## src/rtl/aud_tx_pkg.sv

```systemverilog
package aud_tx_pkg;
    typedef enum logic [1:0] {
        ST_IDLE   = 2'd0,
        ST_PRIME  = 2'd1,
        ST_STREAM = 2'd2
    } tx_state_e;
endpackage

```

## src/rtl/aud_tx_bitclk.sv

```systemverilog
module aud_tx_bitclk #(
    parameter int HALF_W = 9
) (
    input  logic              clk,
    input  logic              rst_n,
    input  logic              run,
    input  logic [HALF_W-1:0] half_len,
    output logic              sclk,
    output logic              fall_evt
);
    logic [HALF_W-1:0] hcnt_q;
    logic              wrap;

    assign wrap     = (hcnt_q == half_len - 1'b1);
    assign fall_evt = run && sclk && wrap;

    always_ff @(posedge clk or negedge rst_n) begin
        if (!rst_n) begin
            hcnt_q <= '0;
            sclk   <= 1'b0;
        end else if (!run) begin
            hcnt_q <= '0;
            sclk   <= 1'b0;
        end else if (wrap) begin
            hcnt_q <= '0;
            sclk   <= ~sclk;
        end else begin
            hcnt_q <= hcnt_q + 1'b1;
        end
    end
endmodule

```

## src/rtl/aud_tx_framer.sv

```systemverilog
module aud_tx_framer
    import aud_tx_pkg::*;
#(
    parameter int WORD_W  = 32,
    parameter int RATIO_W = 8,
    parameter int RES_W   = 6,
    parameter int HALF_W  = RATIO_W + 1,
    parameter int LEN_W   = $clog2(WORD_W + 1)
) (
    input  logic               clk,
    input  logic               rst_n,
    input  logic               tx_en,
    input  logic [RATIO_W-1:0] ratio_in,
    input  logic [RES_W-1:0]   res_in,
    input  logic [WORD_W-1:0]  fifo_data,
    input  logic               fifo_empty,
    input  logic               fall_evt,
    output logic               fifo_pop,
    output logic               run,
    output logic [HALF_W-1:0]  half_len,
    output logic               sd,
    output logic               ws
);
    tx_state_e          state_q, state_n;
    logic               chan_q, chan_n;
    logic [LEN_W-1:0]   bitcnt_q, bitcnt_n;
    logic [LEN_W-1:0]   nbits_q, nbits_n;
    logic [HALF_W-1:0]  half_q, half_n;
    logic [WORD_W-1:0]  sh_q, sh_n;
    logic               word_end;

    function automatic logic [LEN_W-1:0] eff_len(input logic [RES_W-1:0] r);
        if (r == '0 || int'(r) > WORD_W) return LEN_W'(WORD_W);
        return LEN_W'(r);
    endfunction

    assign word_end = (bitcnt_q == nbits_q - 1'b1);
    assign run      = tx_en && (state_q != ST_IDLE);
    assign half_len = half_q;

    always_comb begin
        state_n  = state_q;
        chan_n   = chan_q;
        bitcnt_n = bitcnt_q;
        nbits_n  = nbits_q;
        half_n   = half_q;
        sh_n     = sh_q;
        fifo_pop = 1'b0;
        unique case (state_q)
            ST_IDLE: begin
                if (tx_en) begin
                    state_n  = ST_PRIME;
                    chan_n   = 1'b0;
                    bitcnt_n = '0;
                    nbits_n  = eff_len(res_in);
                    half_n   = HALF_W'(ratio_in) + HALF_W'(2);
                    sh_n     = '0;
                end
            end
            ST_PRIME, ST_STREAM: begin
                if (fall_evt) begin
                    if (word_end) begin
                        chan_n   = ~chan_q;
                        bitcnt_n = '0;
                        sh_n     = '0;
                        if (chan_q) begin
                            nbits_n = eff_len(res_in);
                            half_n  = HALF_W'(ratio_in) + HALF_W'(2);
                            if (state_q == ST_PRIME) state_n = ST_STREAM;
                        end
                        if (state_n == ST_STREAM && !fifo_empty) begin
                            fifo_pop = 1'b1;
                            sh_n     = fifo_data << (WORD_W - int'(nbits_n));
                        end
                    end else begin
                        sh_n     = sh_q << 1;
                        bitcnt_n = bitcnt_q + 1'b1;
                    end
                end
            end
            default: state_n = ST_IDLE;
        endcase
        if (!tx_en) begin
            state_n  = ST_IDLE;
            fifo_pop = 1'b0;
        end
    end

    always_ff @(posedge clk or negedge rst_n) begin
        if (!rst_n) begin
            state_q  <= ST_IDLE;
            chan_q   <= 1'b0;
            bitcnt_q <= '0;
            nbits_q  <= LEN_W'(WORD_W);
            half_q   <= HALF_W'(2);
            sh_q     <= '0;
        end else begin
            state_q  <= state_n;
            chan_q   <= chan_n;
            bitcnt_q <= bitcnt_n;
            nbits_q  <= nbits_n;
            half_q   <= half_n;
            sh_q     <= sh_n;
        end
    end

    always_ff @(posedge clk or negedge rst_n) begin
        if (!rst_n) begin
            sd <= 1'b0;
            ws <= 1'b0;
        end else if (state_n == ST_IDLE) begin
            sd <= 1'b0;
            ws <= 1'b0;
        end else begin
            sd <= sh_n[WORD_W-1];
            ws <= chan_n ^ (bitcnt_n == nbits_n - 1'b1);
        end
    end
endmodule

```

## src/rtl/aud_serial_tx.sv

```systemverilog
module aud_serial_tx #(
    parameter int WORD_W  = 32,
    parameter int RATIO_W = 8,
    parameter int RES_W   = 6
) (
    input  logic               clk,
    input  logic               rst_n,
    input  logic               tx_en,
    input  logic [RATIO_W-1:0] ratio,
    input  logic [RES_W-1:0]   res,
    input  logic [WORD_W-1:0]  fifo_data,
    input  logic               fifo_empty,
    output logic               fifo_pop,
    output logic               sclk_o,
    output logic               ws_o,
    output logic               sd_o
);
    localparam int HALF_W = RATIO_W + 1;
    localparam int LEN_W  = $clog2(WORD_W + 1);

    logic              run;
    logic              fall_evt;
    logic [HALF_W-1:0] half_len;

    aud_tx_framer #(
        .WORD_W (WORD_W),
        .RATIO_W(RATIO_W),
        .RES_W  (RES_W),
        .HALF_W (HALF_W),
        .LEN_W  (LEN_W)
    ) u_framer (
        .clk       (clk),
        .rst_n     (rst_n),
        .tx_en     (tx_en),
        .ratio_in  (ratio),
        .res_in    (res),
        .fifo_data (fifo_data),
        .fifo_empty(fifo_empty),
        .fall_evt  (fall_evt),
        .fifo_pop  (fifo_pop),
        .run       (run),
        .half_len  (half_len),
        .sd        (sd_o),
        .ws        (ws_o)
    );

    aud_tx_bitclk #(
        .HALF_W(HALF_W)
    ) u_bitclk (
        .clk     (clk),
        .rst_n   (rst_n),
        .run     (run),
        .half_len(half_len),
        .sclk    (sclk_o),
        .fall_evt(fall_evt)
    );
endmodule

```

## config.mk

```make
export PLATFORM = sky130hd
export DESIGN_NAME = aud_serial_tx
export DESIGN_NICKNAME = d
export VERILOG_FILES = /design/src/rtl/aud_tx_pkg.sv /design/src/rtl/aud_tx_bitclk.sv /design/src/rtl/aud_tx_framer.sv /design/src/rtl/aud_serial_tx.sv
export SDC_FILE = /design/constraint.sdc
export NUM_CORES = 1
export LEC_CHECK = 0
export BUFFER_PORTS_ARGS = -buffer_cell sky130_fd_sc_hd__buf_2
export CORE_MARGIN = 2
export CORE_UTILIZATION = 61
export DETAILED_ROUTE_END_ITERATION = 16
export PLACE_DENSITY = 0.82
export SKIP_LAST_GASP = 1
export SYNTH_ARGS = -nofsm -noshare
export SYNTH_HDL_FRONTEND = slang
export SYNTH_SLANG_ARGS = --single-unit
```

## constraint.sdc

```tcl
create_clock -name clk -period 10.3 [get_ports clk]
set_input_delay 2.575 -clock clk [delete_from_list [all_inputs] [get_ports clk]]
set_output_delay 2.575 -clock clk [all_outputs]
set_load 0.01 [all_outputs]
```

==> results.md <==
* Die W at 103 µm
* Largest cells by area after synthesis: dfrtp_1 28%, mux2i_1 9.6%, nand2_1 6.6%, o21ai_0 4.6%, xnor2_1 3.5%
* Core area at 9640 µm²
* Final Slew Violations at 0
* Worst-margin pin slew at 1.14 ns
* Worst vdd ir at 0.117 mV
* Tot GR Track Use at 0.318
* Layout cell share with drive strength beyond 1 at 0.145
* Fin crit period at 6.97 ns
* Design area at 6500 µm²
* HPWL after DPL at 12,000 µm
* Placed Instance Area at 6280 µm²
* FFs w/ async S/R, synth at 1.00
* Syn_nets at 802
* DRC viols at 0
* Fin. Hold Viols at 0
* Setup bufs post-CTS at 0
* CP startpoint kind: input pin
* Die area at 10,600 µm²
* Status: finished clean
* Pre-Repair DR Iteration Count at 6
* Setup CP Type: input pin to output port
* Fin Setup TNS at 0 ns
* Routed vias at 5,837
* Cell count after placement at 888
* Yosys top cell area share at 0.277
* H-tree depth at 3
* Mapped Cells at 743
* Hold_buf cts at 0
* Root Driver: clkbuf_8
* DRT iter0 DRCs at 536
* Reg2reg path depth at 12
* Prevailing post-synth register cell: dfrtp_1
* Avg Cell Area, Syn at 8.01 µm²
* Critical Path RT at 7.73 ns
* Clock sink count at 68
* Synth cell types at 73
* Die Y at 103 µm
* Yosys reg bits at 68
* Number of synthesized flops with an enable pin at 0
* Largest net degree at the start of global routing at 69
* Vias per std cell at 6.46
* First-pass GRT wire length at 26,200 µm
* Top post-synthesis cells by count: 104 x nand2_1, 66 x dfrtp_1, 57 x mux2i_1
* Finished Layout Cells at 904
* CTS buffer count at 9
* Hold path cells at 2
* # IOs at 54
* Period utilization at 0.677
* P&R area growth vs syn at 9.25%
* Hold Crit Class: register to register
* Lkg Pwr at 2.91 nW
* Post-route ant nets at 0
* Synth Cell Area at 5950 µm²
* Setup violations, final at 0
* Clk Latency, worst-skew pair at 0.36 ns
* Synth warn at 0
* N_diodes at 0
* Seq/Total Area, Yosys at 0.286
* CTS resizes at 0
* Hold slack at 0.470 ns
* Clock buffer depth at 2
* Clock transition at path regs at 0.07 ns
* Top-count cell post-synth: nand2_1
* Starting density of the core at 0.618
* Synth area leader: dfrtp_1
* CTS tree: yes
* Endpoint type of the worst setup path: output port
* Routed WL at 16,100 µm
* GPL Wtd Cong at 1.02
* Maximum Capacitance Violations at 0
* Port-buffer cells at 53
* Post-DR wirelength/cell at 17.8 µm
* Fmax at 143 MHz
* Vias in the first global route at 5,286
* PD cells at 164 nW/µm²
* Final Core Density at 0.675
* CP max FO at 9
* Initial antenna violation count at 0
* Final Net Count at 825
* Normalized max-slew margin at 0.233
* Row count at 36
* Clock Skew at 0.0106 ns
* RSZ-0062 raised after global routing: false
* Worst EP arrival at 4.40 ns
* Total grt overflow at 0
==> cells in the final DEF, fill, tap and decap left out, types with 3 or more instances in the layout <==
master     instances
a211oi_1           6
nor2_1            54
o21ai_0           55
xnor2_1           22
a21oi_1           41
ha_1               9
mux2_2             5
a31o_2             3
clkbuf_8          10
xor2_1            19
a32oi_1            4
nor3_1            16
nor3b_1            3
mux2i_1           57
o31a_1             3
a2bb2oi_1          3
and2_1             8
a22oi_1           24
buf_4              9
o211ai_1          10
and3_1            12
dfrtp_1           66
o21a_1             4
nor2b_1           14
mux4_2             5
or2_2              5
or3_1              8
o31ai_1            5
a41oi_1            3
nand4_1            4
a31oi_1            6
buf_2             53
a21o_1             5
inv_1             20
nor4_1             7
nand2b_1           3
a221o_1            3
nand2_1          104
nand3_1           31
==> area by class of cell <==
cell class / count / area (µm²)
multi-input cells: 604 / 4000
fillers: 848 / 3140
flip-flops and latches: 68 / 1700
repair buffers: 62 / 333
well taps: 133 / 166
clock buffers: 12 / 145
inverters: 21 / 78.8
clock inverters: 4 / 73.8
==> path summary, 6_finish.rpt <==
check / from / end / slack (ns)
max in group asynchronous: rst_n / u_framer.sh_q[27]$_DFFE_PN0P_ / 7.32
worst max-delay path: tx_en / fifo_pop / 3.33
worst min-delay path: u_framer.sh_q[4]$_DFFE_PN0P_ / u_framer.sh_q[5]$_DFFE_PN0P_ / 0.47
worst min register to register: u_framer.sh_q[4]$_DFFE_PN0P_ / u_framer.sh_q[5]$_DFFE_PN0P_ / 0.47
worst max register to register: u_framer.half_len[0]$_DFFE_PN0P_ / u_framer.half_len[8]$_DFFE_PN0P_ / 5.61
min in group asynchronous: rst_n / u_framer.nbits_q[2]$_DFF_PN0_ / 2.41
==> cells by family (layout without fill, tap and decap cells) <==
kind of cell / count (synthesis) / after routing / share of synthesized area
multiplexers: 69 / 69 / 0.128
flip-flops: 68 / 68 / 0.286
buffers and inverters: 71 / 99 / 0.0469
XOR/XNOR: 43 / 43 / 0.0633
adder cells (fa/ha/maj): 10 / 10 / 0.0206
AND/OR/NAND/NOR: 278 / 278 / 0.226
AO/OA/AOI/OAI: 204 / 204 / 0.229
==> state kept, by name, summed over array words and instances, names as in the netlist <==
name and flops:
u_framer.sh_q 32, u_framer.ws 1, u_framer.sd 1, u_bitclk.hcnt_q 9, u_framer.bitcnt_q 6, u_bitclk.sclk 1, u_framer.chan_q 1, u_framer.half_len 9
u_framer.nbits_q 6, u_framer.state_q 2
==> power by group <==
part | leakage (nW) | total (mW) | switching [mW] | internal (mW)
registers | 0.915 | 0.308 | 0.0261 | 0.282
clock network | 0.111 | 0.245 | 0.102 | 0.143
logic | 1.89 | 0.513 | 0.321 | 0.192
total | 2.91 | 1.07 | 0.449 | 0.616
==> critical path, stage by stage <==
cell and delay [ns]:
buf_2 0.19, nor2b_1 0.28, and2_1 0.30, nand3_1 0.25, nor3_1 0.44, and3_1 0.23, buf_2 0.13
==> layer usage <==
layer | GRT usage | part of all wire | vias to the layer above
met4 | 0.0911 | 0.020 | 0
met5 | 0 | 0 | -
met1 | 0.462 | 0.44 | 2753
met3 | 0.0624 | 0.090 | 33
li1 | - | - | 2754
met2 | 0.484 | 0.45 | 297
==> metrics by stage <==
step           setup slack [ns]  power (mW)
2_1_floorplan              3.58       0.681
3_3_place_gp               3.51       0.800
3_5_place_dp               3.40       0.810
4_1_cts                    3.38        1.06
5_1_grt                    3.18        1.13
6_report                   3.33        1.07
Note: power is estimated with default switching activity, not from simulation.
